$ cat src/rtl/awseq_pkg.sv
package awseq_pkg;

  typedef enum logic [1:0] {
    ST_IDLE,
    ST_SETUP,
    ST_STROBE,
    ST_HOLD
  } awseq_state_e;

  typedef struct packed {
    logic ext_en;
    logic sel_strobe;
  } awseq_mode_t;

endpackage

$ cat src/rtl/awseq_sync.sv
module awseq_sync #(
  parameter logic RST_VAL = 1'b1
) (
  input  logic clk,
  input  logic rst_n,
  input  logic d_async,
  output logic q_sync
);
  logic stage1, stage2;

  always_ff @(posedge clk or negedge rst_n) begin
    if (!rst_n) begin
      stage1 <= RST_VAL;
      stage2 <= RST_VAL;
    end else begin
      stage1 <= d_async;
      stage2 <= stage1;
    end
  end

  assign q_sync = stage2;
endmodule

$ cat src/rtl/awseq_hold_reg.sv
module awseq_hold_reg #(
  parameter int W = 8
) (
  input  logic         clk,
  input  logic         rst_n,
  input  logic         load,
  input  logic [W-1:0] d,
  output logic [W-1:0] q
);
  always_ff @(posedge clk or negedge rst_n) begin
    if (!rst_n)    q <= '0;
    else if (load) q <= d;
  end
endmodule

$ cat src/rtl/awseq_phase_cnt.sv
module awseq_phase_cnt #(
  parameter int W = 4
) (
  input  logic         clk,
  input  logic         rst_n,
  input  logic         load,
  input  logic [W-1:0] load_val,
  input  logic         dec,
  output logic         zero
);
  logic [W-1:0] cnt;

  always_ff @(posedge clk or negedge rst_n) begin
    if (!rst_n)                cnt <= '0;
    else if (load)             cnt <= load_val;
    else if (dec && cnt != '0) cnt <= cnt - 1'b1;
  end

  assign zero = (cnt == '0);
endmodule

$ cat src/rtl/awseq_strobe_ctl.sv
module awseq_strobe_ctl #(
  parameter int WST_W    = 6,
  parameter int EWC_W    = 8,
  parameter int EXT_UNIT = 16,
  parameter int REL_DLY  = 4
) (
  input  logic             clk,
  input  logic             rst_n,
  input  logic             active,
  input  logic             ext_en,
  input  logic [WST_W-1:0] base_len,
  input  logic [EWC_W-1:0] ext_cnt,
  input  logic             wait_act,
  output logic             last,
  output logic             tmo
);
  localparam int MAX_LEN = (2**WST_W - 1) + EXT_UNIT * (2**EWC_W - 1);
  localparam int STB_W   = $clog2(MAX_LEN + 1);
  localparam int RW      = $clog2(REL_DLY) + 1;

  logic [STB_W-1:0] elapsed;
  logic [STB_W-1:0] base_ext;
  logic [STB_W-1:0] limit;
  logic             waiting;
  logic [RW-1:0]    rel_left;
  logic             base_met, at_cap, rel_busy, stretch;

  assign base_ext = STB_W'(base_len);
  assign limit    = ext_en ? (base_ext + STB_W'(EXT_UNIT) * STB_W'(ext_cnt)) : base_ext;
  assign base_met = (elapsed + STB_W'(1)) >= base_ext;
  assign at_cap   = (elapsed + STB_W'(1)) == limit;
  assign rel_busy = rel_left > RW'(1);
  assign stretch  = ext_en && (waiting || wait_act || rel_busy);

  assign last = active && (at_cap || (base_met && !stretch));
  assign tmo  = active && ext_en && at_cap && wait_act;

  always_ff @(posedge clk or negedge rst_n) begin
    if (!rst_n) begin
      elapsed  <= '0;
      waiting  <= 1'b0;
      rel_left <= '0;
    end else if (!active) begin
      elapsed  <= '0;
      waiting  <= 1'b0;
      rel_left <= '0;
    end else begin
      elapsed <= elapsed + 1'b1;
      if (ext_en) begin
        if (wait_act) begin
          waiting  <= 1'b1;
          rel_left <= '0;
        end else if (waiting) begin
          waiting  <= 1'b0;
          rel_left <= RW'(REL_DLY - 1);
        end else if (rel_left != '0) begin
          rel_left <= rel_left - 1'b1;
        end
      end
    end
  end
endmodule

$ cat src/rtl/async_wr_seq.sv
module async_wr_seq
  import awseq_pkg::*;
#(
  parameter int ADDR_W   = 13,
  parameter int BANK_W   = 2,
  parameter int DATA_W   = 16,
  parameter int WS_W     = 4,
  parameter int WST_W    = 6,
  parameter int WH_W     = 3,
  parameter int EWC_W    = 8,
  parameter int EXT_UNIT = 16,
  parameter int REL_DLY  = 4
) (
  input  logic                clk,
  input  logic                rst_n,
  input  logic                req_valid,
  output logic                req_ready,
  input  logic [ADDR_W-1:0]   req_addr,
  input  logic [BANK_W-1:0]   req_bank,
  input  logic [DATA_W-1:0]   req_wdata,
  input  logic [DATA_W/8-1:0] req_lane_mask,
  input  logic [WS_W-1:0]     req_setup,
  input  logic [WST_W-1:0]    req_strobe,
  input  logic [WH_W-1:0]     req_hold,
  input  logic [EWC_W-1:0]    req_ext_cnt,
  input  logic                req_ext_en,
  input  logic                req_sel_strobe,
  input  logic                mem_wait_n,
  output logic [ADDR_W-1:0]   mem_addr,
  output logic [BANK_W-1:0]   mem_bank,
  output logic [DATA_W-1:0]   mem_wdata,
  output logic [DATA_W/8-1:0] mem_lane_mask,
  output logic                mem_dq_oe,
  output logic                mem_we_n,
  output logic                mem_cs_n,
  output logic                acc_done,
  output logic                acc_timeout
);
  localparam int LANES = DATA_W / 8;
  localparam int PAY_W = ADDR_W + BANK_W + DATA_W + LANES;
  localparam int CFG_W = WST_W + WH_W + EWC_W + $bits(awseq_mode_t);
  localparam int CW    = (WS_W > WH_W) ? WS_W : WH_W;

  awseq_state_e state_q, state_d;
  logic         accept;
  logic         ph_load, ph_dec, ph_zero;
  logic [CW-1:0] ph_val;
  logic         stb_active, stb_last, stb_tmo;
  logic         wait_sync_n;

  logic [WST_W-1:0] strobe_eff;
  logic [WST_W-1:0] wst_q;
  logic [WH_W-1:0]  wh_q;
  logic [EWC_W-1:0] ewc_q;
  awseq_mode_t      mode_in, mode_q;
  logic             ext_q, sel_q;

  assign req_ready = (state_q == ST_IDLE);
  assign accept    = req_valid && req_ready;

  // Strobe length of zero acts as a single cycle
  assign strobe_eff = (req_strobe == '0) ? WST_W'(1) : req_strobe;
  assign mode_in    = '{ext_en: req_ext_en, sel_strobe: req_sel_strobe};

  awseq_hold_reg #(.W(PAY_W)) u_payload (
    .clk   (clk),
    .rst_n (rst_n),
    .load  (accept),
    .d     ({req_addr, req_bank, req_wdata, req_lane_mask}),
    .q     ({mem_addr, mem_bank, mem_wdata, mem_lane_mask})
  );

  awseq_hold_reg #(.W(CFG_W)) u_config (
    .clk   (clk),
    .rst_n (rst_n),
    .load  (accept),
    .d     ({strobe_eff, req_hold, req_ext_cnt, mode_in}),
    .q     ({wst_q, wh_q, ewc_q, mode_q})
  );

  assign ext_q = mode_q.ext_en;
  assign sel_q = mode_q.sel_strobe;

  awseq_sync #(.RST_VAL(1'b1)) u_wait_sync (
    .clk     (clk),
    .rst_n   (rst_n),
    .d_async (mem_wait_n),
    .q_sync  (wait_sync_n)
  );

  assign stb_active = (state_q == ST_STROBE);

  awseq_strobe_ctl #(
    .WST_W    (WST_W),
    .EWC_W    (EWC_W),
    .EXT_UNIT (EXT_UNIT),
    .REL_DLY  (REL_DLY)
  ) u_strobe (
    .clk      (clk),
    .rst_n    (rst_n),
    .active   (stb_active),
    .ext_en   (ext_q),
    .base_len (wst_q),
    .ext_cnt  (ewc_q),
    .wait_act (!wait_sync_n),
    .last     (stb_last),
    .tmo      (stb_tmo)
  );

  // Phase counter for setup and hold: loaded with length-1
  always_comb begin
    ph_load = 1'b0;
    ph_val  = '0;
    if (accept && req_setup != '0) begin
      ph_load = 1'b1;
      ph_val  = CW'(req_setup) - 1'b1;
    end else if (stb_active && stb_last && wh_q != '0) begin
      ph_load = 1'b1;
      ph_val  = CW'(wh_q) - 1'b1;
    end
  end

  assign ph_dec = (state_q == ST_SETUP) || (state_q == ST_HOLD);

  awseq_phase_cnt #(.W(CW)) u_phase (
    .clk      (clk),
    .rst_n    (rst_n),
    .load     (ph_load),
    .load_val (ph_val),
    .dec      (ph_dec),
    .zero     (ph_zero)
  );

  always_comb begin
    state_d = state_q;
    unique case (state_q)
      ST_IDLE:   if (accept) state_d = (req_setup != '0) ? ST_SETUP : ST_STROBE;
      ST_SETUP:  if (ph_zero) state_d = ST_STROBE;
      ST_STROBE: if (stb_last) state_d = (wh_q != '0) ? ST_HOLD : ST_IDLE;
      ST_HOLD:   if (ph_zero) state_d = ST_IDLE;
      default:   state_d = ST_IDLE;
    endcase
  end

  always_ff @(posedge clk or negedge rst_n) begin
    if (!rst_n) state_q <= ST_IDLE;
    else        state_q <= state_d;
  end

  assign mem_dq_oe   = (state_q != ST_IDLE);
  assign mem_we_n    = !stb_active;
  assign mem_cs_n    = sel_q ? !stb_active : (state_q == ST_IDLE);
  assign acc_done    = ((state_q == ST_HOLD) && ph_zero) ||
                       (stb_active && stb_last && wh_q == '0);
  assign acc_timeout = stb_tmo;
endmodule

$ cat config.mk
export PLATFORM = sky130hd
export DESIGN_NAME = async_wr_seq
export DESIGN_NICKNAME = d
export VERILOG_FILES = /design/src/rtl/awseq_pkg.sv /design/src/rtl/awseq_sync.sv /design/src/rtl/awseq_hold_reg.sv /design/src/rtl/awseq_phase_cnt.sv /design/src/rtl/awseq_strobe_ctl.sv /design/src/rtl/async_wr_seq.sv
export SDC_FILE = /design/constraint.sdc
export NUM_CORES = 1
export LEC_CHECK = 0
export BUFFER_PORTS_ARGS = -buffer_cell sky130_fd_sc_hd__buf_2
export CAP_MARGIN = 20
export CORE_MARGIN = 2
export CORE_UTILIZATION = 30
export DETAILED_ROUTE_END_ITERATION = 10
export PLACE_DENSITY = 0.57
export SETUP_SLACK_MARGIN = 0.1
export SLEW_MARGIN = 20
export SYNTH_ARGS = -nofsm -noshare
export SYNTH_HDL_FRONTEND = slang
export SYNTH_SLANG_ARGS = --single-unit
export TNS_END_PERCENT = 10
$ cat constraint.sdc
create_clock -name clk -period 7.05 [get_ports clk]
set_clock_uncertainty 0.2 [all_clocks]
set_input_delay 0.705 -clock clk [delete_from_list [all_inputs] [get_ports clk]]
set_output_delay 0.705 -clock clk [all_outputs]
set_load 0.1 [all_outputs]
==> results.py <==
metrics = {
    "outcome": {
        "status": "finished clean",
    },
    "drt": {
        "routed_met2_length_um": 4153,
        "drt-wirelength-per-cell_um": 13.64,
        "routed_wirelength_um": 8783,
        "top_layer_used": "met4",
        "dr.first_iter.drc_count": 79,
        "vias": 3029,
        "first_pass_iters": 4,
        "viasPerCell": 4.703,
        "met3_wirelength_um": 447,
        "route.layer.met1.wl_um": 3975,
        "detail_route.drc_violations": 0,
        "antenna_violation_net_count_after_detailed_routing": 0,
    },
    "clock_tree": {
        "cts_post_setup_buffers_inserted": 0,
        "ctsHoldBuffers": 0,
        "cts_repair_resize_count": 0,
        "clock-sinks": 77,
        "tritoncts": "built",
        "cts-root-to-sink-buffers": 2,
        "worstSkewPairLatency_ps": 340,
        "clk_root_buffer_cell": "sky130_fd_sc_hd__clkbuf_16",
        "htree_levels": 3,
        "tritoncts.num_buffers": 9,
        "clock_transition_time_at_the_flip_flop_clock_pins_of_the_worst_setup_and_hold_paths_ps": 60,
    },
    "logic_synthesis": {
        "synth.area.top_cells": "sky130_fd_sc_hd__dfrtp_1 (46%), sky130_fd_sc_hd__mux2_2 (12%), sky130_fd_sc_hd__ha_1 (5.2%)",
        "yosys.area.top_type": "sky130_fd_sc_hd__dfrtp_1",
        "postSynth.topFlopCell": "sky130_fd_sc_hd__dfrtp_1",
        "syn_area_sq_mm": 0.004053,
        "yosys_register_bits": 77,
        "seq_area_frac_synth": 0.4761,
        "syn-num-nets": 449,
        "async_flop_share": 1.000,
        "number_of_enable_flip_flop_cells_after_synthesis": 0,
        "post-synth-top-area-fraction": 0.4631,
        "synth.yosys.warnings": 0,
        "synth.lib_cells_used.distinct": 52,
        "syn_area_per_cell_sq_um": 10.92,
        "netlist_instances": 371,
    },
    "sta": {
        "fmax_ghz": 0.1917,
        "final_max_slew_viol_count": 0,
        "fin_crit_ps": 5215,
        "tightest_slew_ps": 978.8,
        "timing.final.hold_violations": 0,
        "rsz_0062_raised_after_global_routing": "false",
        "period_utilization_post_route": 0.7397,
        "final.setup.tns_ps": 0,
        "relSlewSlack": 0.3475,
        "report.final.setup_viol": 0,
    },
    "floorplanning": {
        "chipWidth_um": 120.2,
        "fp-row-count": 42,
        "die_h_um": 120.2,
        "ios": 99,
        "core_region_area_sq_mm": 0.01324,
        "floorplan.initialDensity": 0.3060,
        "fp.dieArea_sq_mm": 0.01445,
    },
    "min_path": {
        "min_path_cells": 0,
        "hold_class": "reg2reg",
    },
    "final_layout": {
        "fill_cells": 1354,
        "layout-drive-gt1-share": 0.3590,
        "syn_to_final_growth_pct": 23.62,
        "final_nets": 543,
        "diodes": 0,
    },
    "global_routing": {
        "grt_first_pass_wirelength_um": 14760,
        "grt_max_degree": 78,
        "overall_global_routing_resource_usage": 0.1294,
        "vias_in_the_first_global_route": 3087,
        "antenna_found_initial": 0,
        "total_congestion_overflow": 0,
    },
    "worst_setup_path": {
        "critPathArrivalTime_ps": 4310,
        "timing.critical_path.cells": "ha_1, fa_1, mux2i_1, xnor3_1, or3_1, or4_1, or4_4, and2_1, o31ai_1, and2_1, buf_2",
        "worst_setup_path_end_kind": "primary output",
        "start_kind": "register",
        "timing.reg2reg.worst_path_depth": 10,
        "critical_path_required_ps": 6140,
        "crit_fanout": 4,
        "critPathKind": "reg2out",
        "crit_slowest_cell": "sky130_fd_sc_hd__or4_4",
        "r2r_slack_ps": 3200,
        "cp_common_cell": "sky130_fd_sc_hd__and2_1",
        "critical-path-max-stage-delay_ps": 550,
    },
    "place": {
        "place_hpwl_um": 6309,
        "place.gp.congestion": 0.8882,
        "io_buffers": 98,
    },
    "run": {
        "drv.max_cap_violation_count": 0,
    },
}
[per-stage QoR]
step	hold WS [ps]	utilization	setup slack [ps]	instances	cell area, sq um
global route	163.6	0.3783	1631	644	5010
floorplan	145.2	-	1364	371	4053
CTS	163.7	0.3783	1801	644	5010
finish	160.4	0.3783	1835	644	5010
detailed placement	152.9	0.3556	2165	630	4710
global placement	150.2	0.3556	2264	630	4710
[critical path: cells and delay by family, from the launching register on]
family | cells | cell delay (ps)
compound gates | 1 | 300
flops | 1 | 390
simple gates | 5 | 1780
buf+inv | 1 | 420
mux | 1 | 190
fa+ha+maj | 2 | 650
xor+xnor | 1 | 230
[worst paths after layout]
kind / startpoint / endpoint
worst max-delay path: u_config.q[17] / acc_done
worst min-delay path: u_wait_sync.stage1 / u_wait_sync.q_sync
worst max register to register: u_config.q[17] / state_q[1]
worst min register to register: u_wait_sync.stage1 / u_wait_sync.q_sync
max in group asynchronous: rst_n / u_payload.q[3]
min in group asynchronous: rst_n / u_strobe.rel_left[0]
[logic make-up (layout without fill, tap and decap cells)]
logic type	after synthesis	in the layout	share of synthesized area
XOR/XNOR	28	28	0.06391
multiplexers	51	51	0.1439
buffers and inverters	36	133	0.03458
adder cells (fa/ha/maj)	18	18	0.05742
AND/OR/NAND/NOR	106	106	0.1405
AO/OA/AOI/OAI	55	55	0.08366
flip-flops	77	77	0.4761
[final cells by class]
cell class	instances	area, sq um	area share
repair buffers	99	500.5	0.09990
clock inverters	1	30.03	0.005994
well taps	176	220.2	0.04396
inverters	20	75.07	0.01499
multi-input cells	258	1984	0.3961
flip-flops and latches	77	1929	0.3851
clock buffers	13	270.3	0.05395
[layout by cell type (no fill, tap or decap), types with 3 or more instances in the layout]
| cell | n |
|---|---|
| sky130_fd_sc_hd__buf_2 | 97 |
| sky130_fd_sc_hd__dfrtp_1 | 75 |
| sky130_fd_sc_hd__mux2_2 | 44 |
| sky130_fd_sc_hd__nand2_1 | 27 |
| sky130_fd_sc_hd__nor2_1 | 20 |
| sky130_fd_sc_hd__inv_1 | 19 |
| sky130_fd_sc_hd__o21ai_0 | 19 |
| sky130_fd_sc_hd__xnor2_1 | 18 |
| sky130_fd_sc_hd__ha_1 | 17 |
| sky130_fd_sc_hd__a21oi_1 | 14 |
| sky130_fd_sc_hd__nand3_1 | 9 |
| sky130_fd_sc_hd__xor2_1 | 9 |
| sky130_fd_sc_hd__clkbuf_16 | 9 |
| sky130_fd_sc_hd__and2_1 | 8 |
| sky130_fd_sc_hd__nor3_1 | 7 |
| sky130_fd_sc_hd__nand2b_1 | 7 |
| sky130_fd_sc_hd__nand4_1 | 6 |
| sky130_fd_sc_hd__mux2i_1 | 5 |
| sky130_fd_sc_hd__o31ai_1 | 4 |
| sky130_fd_sc_hd__or3_1 | 4 |
| sky130_fd_sc_hd__nor2b_1 | 3 |
| sky130_fd_sc_hd__a31oi_1 | 3 |
| sky130_fd_sc_hd__clkbuf_8 | 3 |
[cells in the mapped netlist, types with 2 or more instances]
cell type                  instances
sky130_fd_sc_hd__a21oi_1          14
sky130_fd_sc_hd__nor4_1            2
sky130_fd_sc_hd__xnor2_1          18
sky130_fd_sc_hd__a31oi_1           3
sky130_fd_sc_hd__and2_1            9
sky130_fd_sc_hd__nor2_1           20
sky130_fd_sc_hd__buf_2             4
sky130_fd_sc_hd__o211ai_1          2
sky130_fd_sc_hd__xor2_1            9
sky130_fd_sc_hd__dfstp_2           2
sky130_fd_sc_hd__o21ai_0          19
sky130_fd_sc_hd__a21boi_0          2
sky130_fd_sc_hd__a22oi_1           2
sky130_fd_sc_hd__nand2b_1          7
sky130_fd_sc_hd__ha_1             17
sky130_fd_sc_hd__nand2_1          27
sky130_fd_sc_hd__dfrtp_1          75
sky130_fd_sc_hd__mux2_2           44
sky130_fd_sc_hd__nor3_1            7
sky130_fd_sc_hd__o21a_1            2
sky130_fd_sc_hd__inv_1            19
sky130_fd_sc_hd__mux2i_1           5
sky130_fd_sc_hd__nor3b_1           2
sky130_fd_sc_hd__nand3_1           9
sky130_fd_sc_hd__nor2b_1           3
sky130_fd_sc_hd__o31ai_1           4
sky130_fd_sc_hd__nand4_1           6
sky130_fd_sc_hd__or3_1             4
sky130_fd_sc_hd__buf_1             3
sky130_fd_sc_hd__clkbuf_1          9
[sequential cells by signal (all words and copies together), names as in the netlist]
name,count
u_strobe.waiting,1
u_strobe.rel_left,3
u_config.q,19
u_payload.q,33
state_q,2
u_wait_sync.q_sync,1
u_phase.cnt,4
u_strobe.elapsed,13
u_wait_sync.stage1,1
[per-layer routing]
metal	vias to the layer above	GRT usage
li1	1480	-
met1	1460	0.1643
met2	78	0.2045
met3	11	0.03208
met4	0	0.06759
met5	-	0
Power is left out: the tool's default activity adds up to more than one toggle a clock period on the data nets, which glitch-free logic cannot reach.
